File: config.mk
export PLATFORM = sky130hd
export DESIGN_NAME = pio_mux_port
export DESIGN_NICKNAME = d
export VERILOG_FILES = /design/src/rtl/pio_pkg.sv /design/src/rtl/pio_regs.sv /design/src/rtl/pio_bit_sel.sv /design/src/rtl/pio_sync.sv /design/src/rtl/pio_mux_port.sv
export SDC_FILE = /design/constraint.sdc
export NUM_CORES = 1
export LEC_CHECK = 0
export BUFFER_PORTS_ARGS = -buffer_cell sky130_fd_sc_hd__buf_2
export CAP_MARGIN = 20
export CORE_ASPECT_RATIO = 0.6
export CORE_MARGIN = 2
export CORE_UTILIZATION = 55
export DETAILED_ROUTE_END_ITERATION = 6
export PLACE_DENSITY = 0.82
export SYNTH_ARGS = -nofsm -noshare
export SYNTH_HDL_FRONTEND = slang
export SYNTH_SLANG_ARGS = --single-unit
export TNS_END_PERCENT = 20
File: constraint.sdc
create_clock -name clk -period 1.6 [get_ports clk]
set_input_delay 0.08 -clock clk [delete_from_list [all_inputs] [get_ports clk]]
set_output_delay 0.08 -clock clk [all_outputs]
set_load 0.05 [all_outputs]
File: src/rtl/pio_pkg.sv
package pio_pkg;
   typedef enum logic [1:0] {
      PIO_VAL  = 2'd0,
      PIO_DIR  = 2'd1,
      PIO_SEL  = 2'd2,
      PIO_PINS = 2'd3
   } pio_addr_e;
endpackage

File: src/rtl/pio_regs.sv
module pio_regs
   import pio_pkg::*;
#(
   parameter int WIDTH = 32
) (
   input  logic             clk,
   input  logic             rst,
   input  logic             wr_en,
   input  logic [1:0]       addr,
   input  logic [WIDTH-1:0] wdata,
   output logic [WIDTH-1:0] val_q,
   output logic [WIDTH-1:0] dir_q,
   output logic [WIDTH-1:0] sel_q
);
   logic hit_val, hit_dir, hit_sel;

   always_comb begin
      hit_val = wr_en && (addr == PIO_VAL);
      hit_dir = wr_en && (addr == PIO_DIR);
      hit_sel = wr_en && (addr == PIO_SEL);
   end

   always_ff @(posedge clk) begin
      if (rst) begin
         val_q <= '0;
         dir_q <= '0;
         sel_q <= '0;
      end else begin
         if (hit_val) val_q <= wdata;
         if (hit_dir) dir_q <= wdata;
         if (hit_sel) sel_q <= wdata;
      end
   end

   // every register is clear once reset has been applied
   p_reset_clear_r1: assert property (@(posedge clk)
      rst |=> (val_q == '0 && dir_q == '0 && sel_q == '0));

   // a write to the direction register lands on the next edge
   p_write_lands_r2: assert property (@(posedge clk) disable iff (rst)
      (wr_en && addr == PIO_DIR) |=> (dir_q == $past(wdata)));

   // without a strobe the registers hold
   p_hold_idle_r9: assert property (@(posedge clk) disable iff (rst)
      !wr_en |=> ($stable(val_q) && $stable(dir_q) && $stable(sel_q)));

   // a write to the pin view leaves the registers alone
   p_pins_ro_r8: assert property (@(posedge clk) disable iff (rst)
      (wr_en && addr == PIO_PINS) |=> ($stable(val_q) && $stable(dir_q) && $stable(sel_q)));
endmodule

File: src/rtl/pio_bit_sel.sv
module pio_bit_sel #(
   parameter int WIDTH = 32
) (
   input  logic [WIDTH-1:0] val_q,
   input  logic [WIDTH-1:0] dir_q,
   input  logic [WIDTH-1:0] sel_q,
   input  logic [WIDTH-1:0] sm_out,
   input  logic [WIDTH-1:0] sm_oe,
   output logic [WIDTH-1:0] pin_out,
   output logic [WIDTH-1:0] pin_oe
);
   for (genvar i = 0; i < WIDTH; i++) begin : g_line
      always_comb begin
         if (sel_q[i]) begin
            pin_out[i] = sm_out[i];
            pin_oe[i]  = sm_oe[i];
         end else begin
            pin_out[i] = val_q[i];
            pin_oe[i]  = dir_q[i];
         end
      end
   end
endmodule

File: src/rtl/pio_sync.sv
module pio_sync #(
   parameter int WIDTH  = 32,
   parameter int STAGES = 2
) (
   input  logic             clk,
   input  logic             rst,
   input  logic [WIDTH-1:0] d,
   output logic [WIDTH-1:0] q
);
   logic [WIDTH-1:0] chain [STAGES];

   always_ff @(posedge clk) begin
      if (rst) chain[0] <= '0;
      else     chain[0] <= d;
   end

   for (genvar s = 1; s < STAGES; s++) begin : g_stage
      always_ff @(posedge clk) begin
         if (rst) chain[s] <= '0;
         else     chain[s] <= chain[s-1];
      end
      // each stage carries the previous one a cycle later
      p_chain_step_r6: assert property (@(posedge clk) disable iff (rst)
         1'b1 |=> (chain[s] == $past(chain[s-1])));
   end

   assign q = chain[STAGES-1];
endmodule

File: src/rtl/pio_mux_port.sv
module pio_mux_port
   import pio_pkg::*;
#(
   parameter int WIDTH       = 32,
   parameter int SYNC_STAGES = 2
) (
   input  logic             clk,
   input  logic             rst,
   input  logic             wr_en,
   input  logic [1:0]       addr,
   input  logic [WIDTH-1:0] wdata,
   output logic [WIDTH-1:0] rdata,
   input  logic [WIDTH-1:0] sm_out,
   input  logic [WIDTH-1:0] sm_oe,
   input  logic [WIDTH-1:0] pin_in,
   output logic [WIDTH-1:0] pin_out,
   output logic [WIDTH-1:0] pin_oe
);
   if (WIDTH < 1 || WIDTH > 64) begin : g_bad_width
      $error("pio_mux_port: WIDTH must lie in 1..64");
   end
   if (SYNC_STAGES < 2) begin : g_bad_sync
      $error("pio_mux_port: SYNC_STAGES must be at least 2");
   end

   logic [WIDTH-1:0] val_q, dir_q, sel_q, pins_s;

   pio_regs #(.WIDTH(WIDTH)) u_regs (
      .clk(clk), .rst(rst), .wr_en(wr_en), .addr(addr), .wdata(wdata),
      .val_q(val_q), .dir_q(dir_q), .sel_q(sel_q)
   );

   pio_bit_sel #(.WIDTH(WIDTH)) u_sel (
      .val_q(val_q), .dir_q(dir_q), .sel_q(sel_q),
      .sm_out(sm_out), .sm_oe(sm_oe),
      .pin_out(pin_out), .pin_oe(pin_oe)
   );

   pio_sync #(.WIDTH(WIDTH), .STAGES(SYNC_STAGES)) u_sync (
      .clk(clk), .rst(rst), .d(pin_in), .q(pins_s)
   );

   always_comb begin
      unique case (addr)
         PIO_VAL:  rdata = val_q;
         PIO_DIR:  rdata = dir_q;
         PIO_SEL:  rdata = sel_q;
         default:  rdata = pins_s;
      endcase
   end

   // host-owned receivers never drive
   p_recv_quiet_r4: assert property (@(posedge clk) disable iff (rst)
      ((~sel_q & ~dir_q & pin_oe) == '0));

   // host-owned transmitters carry the value register
   p_host_drive_r3: assert property (@(posedge clk) disable iff (rst)
      (((~sel_q & dir_q) & ~pin_oe) == '0) &&
      (((~sel_q & dir_q) & (pin_out ^ val_q)) == '0));

   // engine-owned lines follow the engine
   p_engine_owns_r5: assert property (@(posedge clk) disable iff (rst)
      ((sel_q & (pin_oe ^ sm_oe)) == '0) && ((sel_q & (pin_out ^ sm_out)) == '0));
endmodule

==> Word-level counts from Yosys, hierarchy flattened <==
Memories as Yosys holds them, arrays and structs flattened.
Cells that the tools add are included.
W data, S select, Z words.
{ "word_totals": {"ff_bits": 96, "ram_bits": 64, "n_memories": 1} }
{ "classes": {"reduce_logical": 4, "n_mux": 70, "bitwise": 2, "n_eq_ne": 2} }
{ "mem_list": {"columns": ["memory", "words", "width", "read_ports", "rd_clocked_by_memory_dff", "wr", "line", "text"], "rows": [
  ["u_sync.chain", 2, 32, 2, 0, 2, "pio_sync.sv:10", "logic [WIDTH-1:0] chain [STAGES];"]
]} }
{ "op_table": {"columns": ["op", "count"], "rows": [
  ["$pmux W32 S3", 1],
  ["$mux W1", 67],
  ["$mux W32", 2],
  ["$logic_and A1 B1 Y1", 3],
  ["$eq A2 B1 Y1 const B", 1],
  ["$eq A2 B2 Y1 const B", 1],
  ["$logic_not A2 Y1", 1],
  ["$or A1 B1 Y1", 2]
]} }

==> Logic depth before layout (Yosys ltp) <==
Gate-level depths: netlist of run 1.
{ "depth": {"depth_word": 3, "ltp_mapped": 5, "ltp_nobuf": 2} }

==> Hierarchy <==
A second synthesis of run 1 with hierarchy kept.
{ "hier_totals": {"cells_unflattened": 589, "hier_area_um2": 7352.1} }
{ "modules_own_cells": {"columns": ["module", "cells_per_inst", "area_per_inst_um2", "n_inst", "seq_area_each_um2"], "rows": [
  ["pio_regs", 351, 3898.7, 1, 1921.8],
  ["pio_sync", 135, 1918.1, 1, 1281.2],
  ["pio_mux_port", 39, 814.5, 1, 0.0],
  ["pio_bit_sel", 64, 720.7, 1, 0.0]
]} }

==> Worst setup path after synthesis of run 1 <==
Ideal clock, no wire load.
{ "synth_timing": {"path_kind": "input port to output port", "from": "input addr[1]", "to": "output rdata[22]", "t_arrival_ns": 1.140, "setup_slack_ns": 0.380, "path_stages": 4, "required_ns": 1.520, "cell_sequence": "buf_6 > buf_4 > buf_4 > mux4_1"} }
{ "synth_between": {"elab_chain_cells": 2} }
{ "synth_rtl": {"columns": ["item", "line", "text"], "rows": [
  ["start: declaration", "pio_mux_port.sv:10", "input logic [1:0] addr,"],
  ["$eq A2 B2 Y1, or another cell as far along", "pio_mux_port.sv:44", "unique case (addr)"],
  ["$pmux W32 S3 (*)", "pio_mux_port.sv:44", null],
  ["end: declaration", "pio_mux_port.sv:12", "output logic [WIDTH-1:0] rdata,"]
]} }
Mark *: on every way between the ends. The rest lies on a longest branch, timed or not.

==> Worst setup path after layout of run 1 <==
{ "layout_timing": {"from": "register u_regs.sel_q[11]", "to": "output rdata[11]"} }
{ "layout_between": {"elab_chain_cells": 1} }
{ "layout_rtl": {"columns": ["item", "line", "text"], "rows": [
  ["start: declaration", "pio_regs.sv:13", "output logic [WIDTH-1:0] sel_q"],
  ["start signal: assignment", "pio_regs.sv:31", "if (hit_sel) sel_q <= wdata;"],
  ["$pmux W32 S3", "pio_mux_port.sv:44", null]
]} }
Every way passes these cells.

==> summary.md, run 1 <==
| Metric | Value |
|---|---|
| Comb power frac | `0.158` |
| Synth-to-layout area growth | `34.1%` |
| Worst-path fanout max | `4` |
| HP Class | `in -> reg` |
| DR vias | `5436` |
| Crit path buf inv count | `1` |
| CP Cell Sequence | `mux4_2 > buf_4` |
| Clock Tree Buf Depth | `2` |
| Worst path max stage delay | `0.52 ns` |
| Util after Layout | `0.751` |
| Flops & latches, synth | `160` |
| Chip height | `92.2 µm` |
| Most common cell after layout, fill and taps aside | `buf_2` |
| Critical path launch point type | `flip-flop` |
| Initial core utilization | `0.560` |
| Mapped Cells | `588` |
| ANT cells | `0` |
| Core box area | `12700 µm²` |
| Number of setup violations in the final report | `0` |
| Setup WS pre-CTS | `0.225 ns` |
| Fin worst setup slack | `0.00660 ns` |
| Die ar. | `13900 µm²` |
| Final setup TNS | `0 ns` |
| Routed Antenna Nets | `0` |
| Slowest-stage cell, CP | `mux4_2` |
| Pin count of the biggest net entering global routing | `60` |
| TritonCTS clock tree | `built` |
| Rel. slew slack | `0.600` |
| Syn nets | `721` |
| Root buf cell | `clkbuf_16` |
| Fin cells | `1052` |
| Cell area after synthesis | `7130 µm²` |
| Routed len/inst | `17.0 µm` |
| PortBufs | `228` |
| Critical Path Stages | `2` |
| Final period util | `0.996` |
| Worst Tran Pin Value | `0.601 ns` |
| DRT Wirelength | `17900 µm` |
| CTS HTree Levels | `4` |
| Vias in the first global route | `5662` |
| Clk Latency, worst-skew pair | `0.41 ns` |
| Cells after DPL | `962` |
| Layout cells sized above 1 | `0.417` |
| First-pass GRT wire length | `28200 µm` |
| Post-DP HPWL | `12100 µm` |
| CP required | `1.52 ns` |
| Post-CTS Setup Bufs | `0` |
| Tot Pwr | `9470 µW` |
| # IOs | `229` |
| First-pass iteration count of the detailed router | `4` |
| Die width | `151 µm` |
| Clock transition at the registers of the reported paths | `0.06 ns` |
| R2R depth | `2` |
| Final Net Count | `1002` |
| Initial DRC count | `208` |
| Initial antenna violation count | `0` |
| Switching fraction of total power | `0.277` |
| Final Hold Fails | `0` |
| Sequential power share | `0.449` |
| Crit end category | `output port` |
| Peak VDD IR | `0.881 mV` |
| Number of synthesis warnings | `0` |
| P_sw | `2620 µW` |
| Worst Path Arrival | `1.51 ns` |
| Cell Pwr Density | `991 nW/µm²` |
| Outcome | `finished clean` |
| Clock Skews | `0.00801 ns` |
| Vias per cell | `5.17` |
| RD Place Congestion | `0.824` |
| Register area share after synthesis | `0.449` |
| Internal Power | `6850 µW` |
| Cts bufs inserted | `17` |
| Worst setup path class | `reg -> out` |
| Fmax | `0.628 GHz` |
| Fin. max-slew vios | `0` |
| LEAKAGE | `0.00456 µW` |
| Clock Sinks | `160` |
| Core Rows | `32` |
| Worst hold path depth | `3` |
| Max-Cap Viols | `0` |
| Cell variety after synth | `17` |
| Global route overflow | `0` |
| Delay-heaviest family, CP | `multiplexers` |
| GR Util All Layers | `0.261` |
| Tmin final | `1.59 ns` |
| Clock share of power | `0.393` |
| Setup repair after global routing missed its margin | `true` |
| DRC violations left | `0` |
| Most frequent cells in the layout | `226 x buf_2, 160 x dfxtp_1, 128 x nand2b_1` |
| Mean Syn Cell Area | `12.1 µm²` |
-- synthesized netlist by cell type --
cell type,number,share of area
and3b_1,1,0.0012
buf_2,5,0.0035
buf_4,6,0.0063
buf_6,6,0.0095
buf_8,2,0.0042
clkbuf_1,20,0.011
dfxtp_1,160,0.45
mux2_2,64,0.10
mux2i_1,96,0.13
mux4_1,4,0.015
mux4_2,28,0.088
nand2b_1,128,0.11
nand3b_1,1,0.0011
nand3b_4,1,0.0028
nor2b_1,64,0.056
nor3b_4,1,0.0026
or3b_1,1,0.0012
-- worst paths after layout --
kind,endpoint,start,slack [ns]
worst max-delay path,rdata[11],u_regs.sel_q[11]$_SDFFE_PP0P_,0.007
worst min-delay path,u_regs.sel_q[3]$_SDFFE_PP0P_,wdata[3],0.01
worst max register to register,u_regs.val_q[29]$_SDFFE_PP0P_,u_regs.val_q[29]$_SDFFE_PP0P_,0.83
worst min register to register,u_sync.chain[1][21]$_SDFF_PP0_,u_sync.chain[0][21]$_SDFF_PP0_,0.44
-- stage by stage --
step | hold WS (ns) | area (µm²)
floorplan | 0.208 | 7130
global placement | 0.286 | 8430
detailed placement | 0.292 | 8430
CTS | 0.00737 | 9560
global route | 0.0394 | 9560
finish | 0.0117 | 9560
-- cells by family (layout without fill, tap and decap cells) --
kind of cell	after synthesis	count (layout)	share of synthesized area
multiplexers	192	192	0.339
flip-flops	160	160	0.449
AND/OR/NAND/NOR	197	197	0.177
buffers and inverters	39	333	0.0341
-- timing repair --
| item | 4_1_cts | 5_1_grt |
|---|---|---|
| hold endpoints to repair | 92 | 0 |
| hold buffers | 58 | 0 |
| resized for setup | 0 | 2 |
| endpoints found under the setup margin | 0 | 2 |
-- power by group through the flow --
stage | Clock (µW) | Sequential (µW) | Combinational, µW
final | 3730 | 4250 | 1500
after global routing | 3940 | 4260 | 1580
after CTS | 3790 | 4250 | 1490
after detailed placement | 0 | 4330 | 1380
after global placement | 0 | 4320 | 1340
after floorplan | 0 | 4290 | 1020
-- state kept, by name (all words and copies together) (netlist names) --
name,cells
u_sync.chain,64
u_regs.dir_q,32
u_regs.sel_q,32
u_regs.val_q,32
-- tightest hold or removal path, delay by kind of cell --
kind | cells | cell delay (ns)
multiplexers | 1 | 0.13
AND/OR/NAND/NOR | 1 | 0.09
buffers and inverters | 1 | 0.08
-- routing by layer --
metal,vias up,GRT usage,share of wire
li1,2587,-,-
met1,2641,0.316,0.43
met2,178,0.461,0.50
met3,30,0.0532,0.052
met4,0,0.0896,0.018
met5,-,0,0
-- final cells by class --
cell class / count / area (µm²)
repair buffers: 301 / 1910
clock buffers: 19 / 443
well taps: 170 / 213
clock inverters: 13 / 103
fillers: 845 / 3170
multi-input cells: 389 / 3680
flip-flops and latches: 160 / 3200
Power figures use the tool's default switching activity.
==> run 2: changes to the inputs <==
--- a/config.mk
+++ b/config.mk
@@ -14,5 +14,6 @@
 export PLACE_DENSITY = 0.82
 export SYNTH_ARGS = -nofsm -noshare
 export SYNTH_HDL_FRONTEND = slang
+export SYNTH_HIERARCHICAL = 1
 export SYNTH_SLANG_ARGS = --single-unit
 export TNS_END_PERCENT = 20
==> summary.md, run 2 <==
| Metric | Value |
|---|---|
| Most common cell in the netlist | `dfxtp_1` |
| GR Util All Layers | `0.241` |
| Fmax | `0.642 GHz` |
| Reg with most FFs | `u_sync/chain` |
| Peak VDD IR | `0.661 mV` |
| Largest register FFs | `64` |
| DRC violations left | `0` |
| Filler cells | `844` |
| Most common cell after layout, fill and taps aside | `buf_2` |
| Core Rows | `32` |
| Routed len/inst | `16.6 µm` |
| CTS HTree Levels | `4` |
| Clock transition at the registers of the reported paths | `0.06 ns` |
| Final Hold Fails | `0` |
| ANT cells | `0` |
| Tot Pwr | `10000 µW` |
| Rel. slew slack | `0.750` |
| EDFF count, synth | `0` |
| PortBufs | `228` |
| Synth cell count leaders | `160 x dfxtp_1, 128 x nand2b_1, 96 x mux2i_1` |
| Tmin final | `1.56 ns` |
| Die width | `153 µm` |
| Outcome | `finished clean` |
| Flops & latches, synth | `160` |
| Number of setup violations in the final report | `0` |
| Synth area leaders | `dfxtp_1 44%, mux2i_1 13%, nand2b_1 11%` |
| Register area share after synthesis | `0.436` |
| TritonCTS clock tree | `built` |
| Worst setup path class | `reg -> out` |
| # IOs | `229` |
| Post-CTS Setup Bufs | `0` |
| Worst Tran Pin Value | `0.374 ns` |
| DR vias | `5328` |
| Mapped Cells | `589` |
| CP required | `1.52 ns` |
| DRT Wirelength | `17300 µm` |
| Fin. max-slew vios | `0` |
| Pin count of the biggest net entering global routing | `52` |
| LEAKAGE | `0.00464 µW` |
| Hold_sp | `wdata[7]` |
| Clock Tree Buf Depth | `2` |
| Clock Skews | `0.00623 ns` |
| HP Class | `in -> reg` |
| Cts bufs inserted | `17` |
| Cell area after synthesis | `7350 µm²` |
| Root buf cell | `clkbuf_16` |
| R2r startpoint | `u_regs/sel_q[16]$_SDFFE_PP0P_` |
| Initial DRC count | `208` |
| Final period util | `0.974` |
| Global route overflow | `0` |
| RD Place Congestion | `0.806` |
| Crit path launch | `u_regs/sel_q[6]$_SDFFE_PP0P_` |
| Post-synth top flop | `dfxtp_1` |
| Vias per cell | `5.12` |
| First-pass GRT wire length | `27400 µm` |
| Cell Pwr Density | `1030 nW/µm²` |
| Initial antenna violation count | `1` |
| Initial core utilization | `0.568` |
| Fraction of registers with async set/reset | `0` |
| Yosys top cell area share | `0.436` |
| Crit end category | `output port` |
| WHS | `0.00678 ns` |
| Number of synthesis warnings | `6` |
| Max-Cap Viols | `0` |
| Post-synth top area cell | `dfxtp_1` |
| Clk Latency, worst-skew pair | `0.41 ns` |
| Worst Path Arrival | `1.48 ns` |
| Mean Syn Cell Area | `12.5 µm²` |
| Layout cells sized above 1 | `0.420` |
| Core box area | `12900 µm²` |
| Storage cell area | `3200 µm²` |
| Vias in the first global route | `5515` |
| Final Net Count | `993` |
| Synth-to-layout area growth | `31.7%` |
| Clock Sinks | `160` |
| Setup repair after global routing missed its margin | `false` |
| Worst-path fanout max | `4` |
| Cell variety after synth | `18` |
| Routed Antenna Nets | `0` |
| Chip height | `93.6 µm` |
| First-pass iteration count of the detailed router | `4` |
| Syn nets | `722` |
| Die ar. | `14300 µm²` |
| Area of the multi-input gates | `3810 µm²` |
| Most frequent cells in the layout | `226 x buf_2, 160 x dfxtp_1, 128 x nand2b_1` |
| Post-DP HPWL | `12200 µm` |
| Final setup TNS | `0 ns` |
| Critical path launch point type | `flip-flop` |
[run 2: final cells by class]
class / count / area share
Tap cell: 170 / 0.0220
Clock buffer: 18 / 0.0454
Clock inverter: 12 / 0.0191
Sequential cell: 160 / 0.331
Multi-Input combinational cell: 389 / 0.394
Timing Repair Buffer: 292 / 0.189
[run 2: power breakdown]
group          internal [µW]  total [µW]  switching (µW)  leakage [µW]
clock                   2650        4260            1610      0.000291
sequential              4140        4250             104       0.00131
combinational            636        1490             850       0.00304
[run 2: final timing paths]
kind	cells past startpoint	slack, ns	end
max	2	0.04	rdata[6]
min	3	0.007	u_regs/sel_q[7]$_SDFFE_PP0P_
max reg2reg	2	0.83	u_regs/sel_q[16]$_SDFFE_PP0P_
min reg2reg	1	0.43	u_sync/chain[1][24]$_SDFF_PP0_
[run 2: metal layers]
metal	vias up	share of wire	global-route usage
li1	2558	-	-
met1	2544	0.43	0.298
met4	2	0.010	0.0579
met5	-	0.00075	0
met2	207	0.49	0.425
met3	17	0.066	0.0612
[run 2: critical path, cell delays in order (launching register included)]
cell and delay [ns]:
dfxtp_1 0.36, mux4_2 0.48, buf_2 0.23
[run 2: kinds of logic after synthesis]
family,synth area share
flops,0.436
simple gates,0.190
mux,0.328
buf+inv,0.0465
[run 2: stage by stage]
| stage | util | setup slack, ns | std cells | cell area, µm² |
|---|---|---|---|---|
| floorplan | - | 0.470 | 589 | 7350 |
| global placement | 0.663 | 0.225 | 963 | 8570 |
| detailed placement | 0.663 | 0.203 | 963 | 8570 |
| CTS | 0.748 | 0.0207 | 1041 | 9670 |
| global route | 0.748 | 0.00292 | 1041 | 9680 |
| finish | 0.748 | 0.0414 | 1041 | 9680 |
[run 2: timing repair]
| action | in CTS | in global routing |
|---|---|---|
| gates resized for setup | 0 | 3 |
| hold buffers | 48 | 0 |
| hold endpoints to repair | 61 | 0 |
| setup endpoints to repair | 0 | 1 |
==> run 3: changes to the inputs <==
--- a/config.mk
+++ b/config.mk
@@ -5,11 +5,12 @@
 export SDC_FILE = /design/constraint.sdc
 export NUM_CORES = 1
 export LEC_CHECK = 0
+export ABC_AREA = 1
 export BUFFER_PORTS_ARGS = -buffer_cell sky130_fd_sc_hd__buf_2
 export CAP_MARGIN = 20
 export CORE_ASPECT_RATIO = 0.6
 export CORE_MARGIN = 2
-export CORE_UTILIZATION = 55
+export CORE_UTILIZATION = 56
 export DETAILED_ROUTE_END_ITERATION = 6
 export PLACE_DENSITY = 0.82
 export SYNTH_ARGS = -nofsm -noshare
==> summary.md, run 3 <==
| Metric | Value |
|---|---|
| Outcome | `finished clean` |
| LEAKAGE | `0.00555 µW` |
| TritonCTS clock tree | `built` |
| Peak VDD IR | `0.520 mV` |
| CP required | `1.52 ns` |
| Final Net Count | `1627` |
| Mapped Cells | `1226` |
| Crit end category | `output port` |
| PortBufs | `228` |
| Worst setup path class | `reg -> out` |
| Global route overflow | `0` |
| Worst R2R Setup Slack | `0.83 ns` |
| Worst Path Arrival | `1.34 ns` |
| CTS HTree Levels | `4` |
| Most common cell in the netlist | `nand2_1` |
| Most common cell after layout, fill and taps aside | `nand2_1` |
| ANT cells | `0` |
| WHS | `0.171 ns` |
| Fmax | `0.703 GHz` |
| Reg with most FFs | `u_sync/chain` |
| R2r startpoint | `u_regs/sel_q[29]$_SDFFE_PP0P_` |
| Synth-to-layout area growth | `28.5%` |
| Vias in the first global route | `7275` |
| Yosys top cell area share | `0.406` |
| Max-Cap Viols | `0` |
| Clock transition at the registers of the reported paths | `0.07 ns` |
| Clock Tree Buf Depth | `2` |
| Clock Sinks | `160` |
| Most frequent cells in the layout | `384 x nand2_1, 228 x buf_2, 224 x nor2_1` |
| Number of setup violations in the final report | `0` |
| Setup repair after global routing missed its margin | `false` |
| Syn nets | `1359` |
| CP Cell Sequence | `nand3_1 > nand4_1 > buf_2` |
| EDFF count, synth | `0` |
| Initial antenna violation count | `0` |
| Largest register FFs | `64` |
| Initial core utilization | `0.575` |
| Die ar. | `15100 µm²` |
| Final period util | `0.889` |
| Worst path max stage delay | `0.41 ns` |
| Tmin final | `1.42 ns` |
| Pin count of the biggest net entering global routing | `97` |
| Post-synth top flop | `dfxtp_1` |
| Slowest-stage cell, CP | `dfxtp_1` |
| Cell variety after synth | `20` |
| Root buf cell | `clkbuf_16` |
| Cell Pwr Density | `999 nW/µm²` |
| Fraction of registers with async set/reset | `0` |
| Core box area | `13700 µm²` |
| Routed len/inst | `12.7 µm` |
| Clk Latency, worst-skew pair | `0.41 ns` |
| GR Util All Layers | `0.285` |
| Synth cell count leaders | `384 x nand2_1, 224 x nor2_1, 194 x inv_1` |
| Vias per cell | `4.88` |
| # IOs | `229` |
| Rel. slew slack | `0.713` |
| Number of synthesis warnings | `6` |
| Worst Tran Pin Value | `0.430 ns` |
| Flops & latches, synth | `160` |
| Layout cells sized above 1 | `0.198` |
| DR vias | `8290` |
| Cell area after synthesis | `7880 µm²` |
| Die width | `157 µm` |
| Post-CTS Setup Bufs | `0` |
| Register area share after synthesis | `0.406` |
| Synth area leaders | `dfxtp_1 41%, nand2_1 18%, nor2_1 11%` |
| Worst-path fanout max | `5` |
| Fin. max-slew vios | `0` |
| Cts bufs inserted | `17` |
| Chip height | `95.9 µm` |
| Final Hold Fails | `0` |
| HP Class | `in -> reg` |
| Final setup TNS | `0 ns` |
| Hold_sp | `rst` |
| RD Place Congestion | `0.827` |
| Routed Antenna Nets | `0` |
| DRC violations left | `0` |
| Post-DP HPWL | `14200 µm` |
| DRT Wirelength | `21600 µm` |
| Clock Skews | `0.00656 ns` |
| Filler cells | `1111` |
| Number of hold buffers added after CTS | `64` |
| Core Rows | `33` |
| Post_cts resized | `0` |
| First-pass GRT wire length | `34200 µm` |
| Post-synth top area cell | `dfxtp_1` |
| Initial DRC count | `719` |
| Critical path launch point type | `flip-flop` |
| Mean Syn Cell Area | `6.43 µm²` |
| First-pass iteration count of the detailed router | `6` |
| Crit path launch | `u_regs/sel_q[26]$_SDFFE_PP0P_` |
## run 3: critical path, delay by kind of cell (launching register included)
kind	cells	cell delay, ns
DFF	1	0.41
buffers and inverters	1	0.28
and+or+nand+nor	2	0.24
## run 3: final cells by class
cell class | count | area (µm²) | area share
Clock buffer | 18 | 429 | 0.0424
Inverter | 197 | 739 | 0.0730
Sequential cell | 160 | 3200 | 0.316
Tap cell | 192 | 240 | 0.0237
Multi-Input combinational cell | 804 | 3390 | 0.335
Timing Repair Buffer | 314 | 2010 | 0.198
Clock inverter | 14 | 120 | 0.0119
## run 3: final timing paths
kind / to / depth (start not counted)
setup reg to reg: u_regs/sel_q[29]$_SDFFE_PP0P_ / 4
hold reg to reg: u_sync/chain[1][9]$_SDFF_PP0_ / 2
setup / recovery: rdata[26] / 3
hold / removal: u_sync/chain[1][21]$_SDFF_PP0_ / 3
## run 3: logic make-up (layout without fill, tap and decap cells)
family                 count (synthesis)  in the layout  synth area share
buffers and inverters                262            543             0.164
AO/OA/AOI/OAI                         32             32            0.0203
flip-flops                           160            160             0.406
AND/OR/NAND/NOR                      772            772             0.409
## run 3: where the power goes
part | internal (µW) | total (µW) | switching [µW]
Combinational | 627 | 1990 | 1360
Clock | 2040 | 3790 | 1750
Sequential | 4180 | 4350 | 161
Total | 6850 | 10100 | 3270
## run 3: routing by layer
| layer | wire [µm] | global-route usage | vias to the layer above | part of all wire |
|---|---|---|---|---|
| met1 | 9880 | 0.388 | 3672 | 0.46 |
| met2 | 9480 | 0.468 | 380 | 0.44 |
| met5 | 0 | 0 | - | 0 |
| li1 | - | - | 4213 | - |
| met4 | 294 | 0.0856 | 0 | 0.014 |
| met3 | 1930 | 0.0491 | 25 | 0.090 |
## run 3: per-stage QoR
step | power [µW] | instance area, µm² | std cells | setup slack (ns) | util
2_1_floorplan | 5770 | 7880 | 1226 | 0.614 | -
3_5_place_dp | 6270 | 8940 | 1603 | 0.290 | 0.652
3_3_place_gp | 6240 | 8940 | 1603 | 0.336 | 0.652
5_1_grt | 10500 | 10100 | 1699 | 0.0980 | 0.739
4_1_cts | 10200 | 10100 | 1699 | 0.177 | 0.739
6_report | 10100 | 10100 | 1699 | 0.178 | 0.739
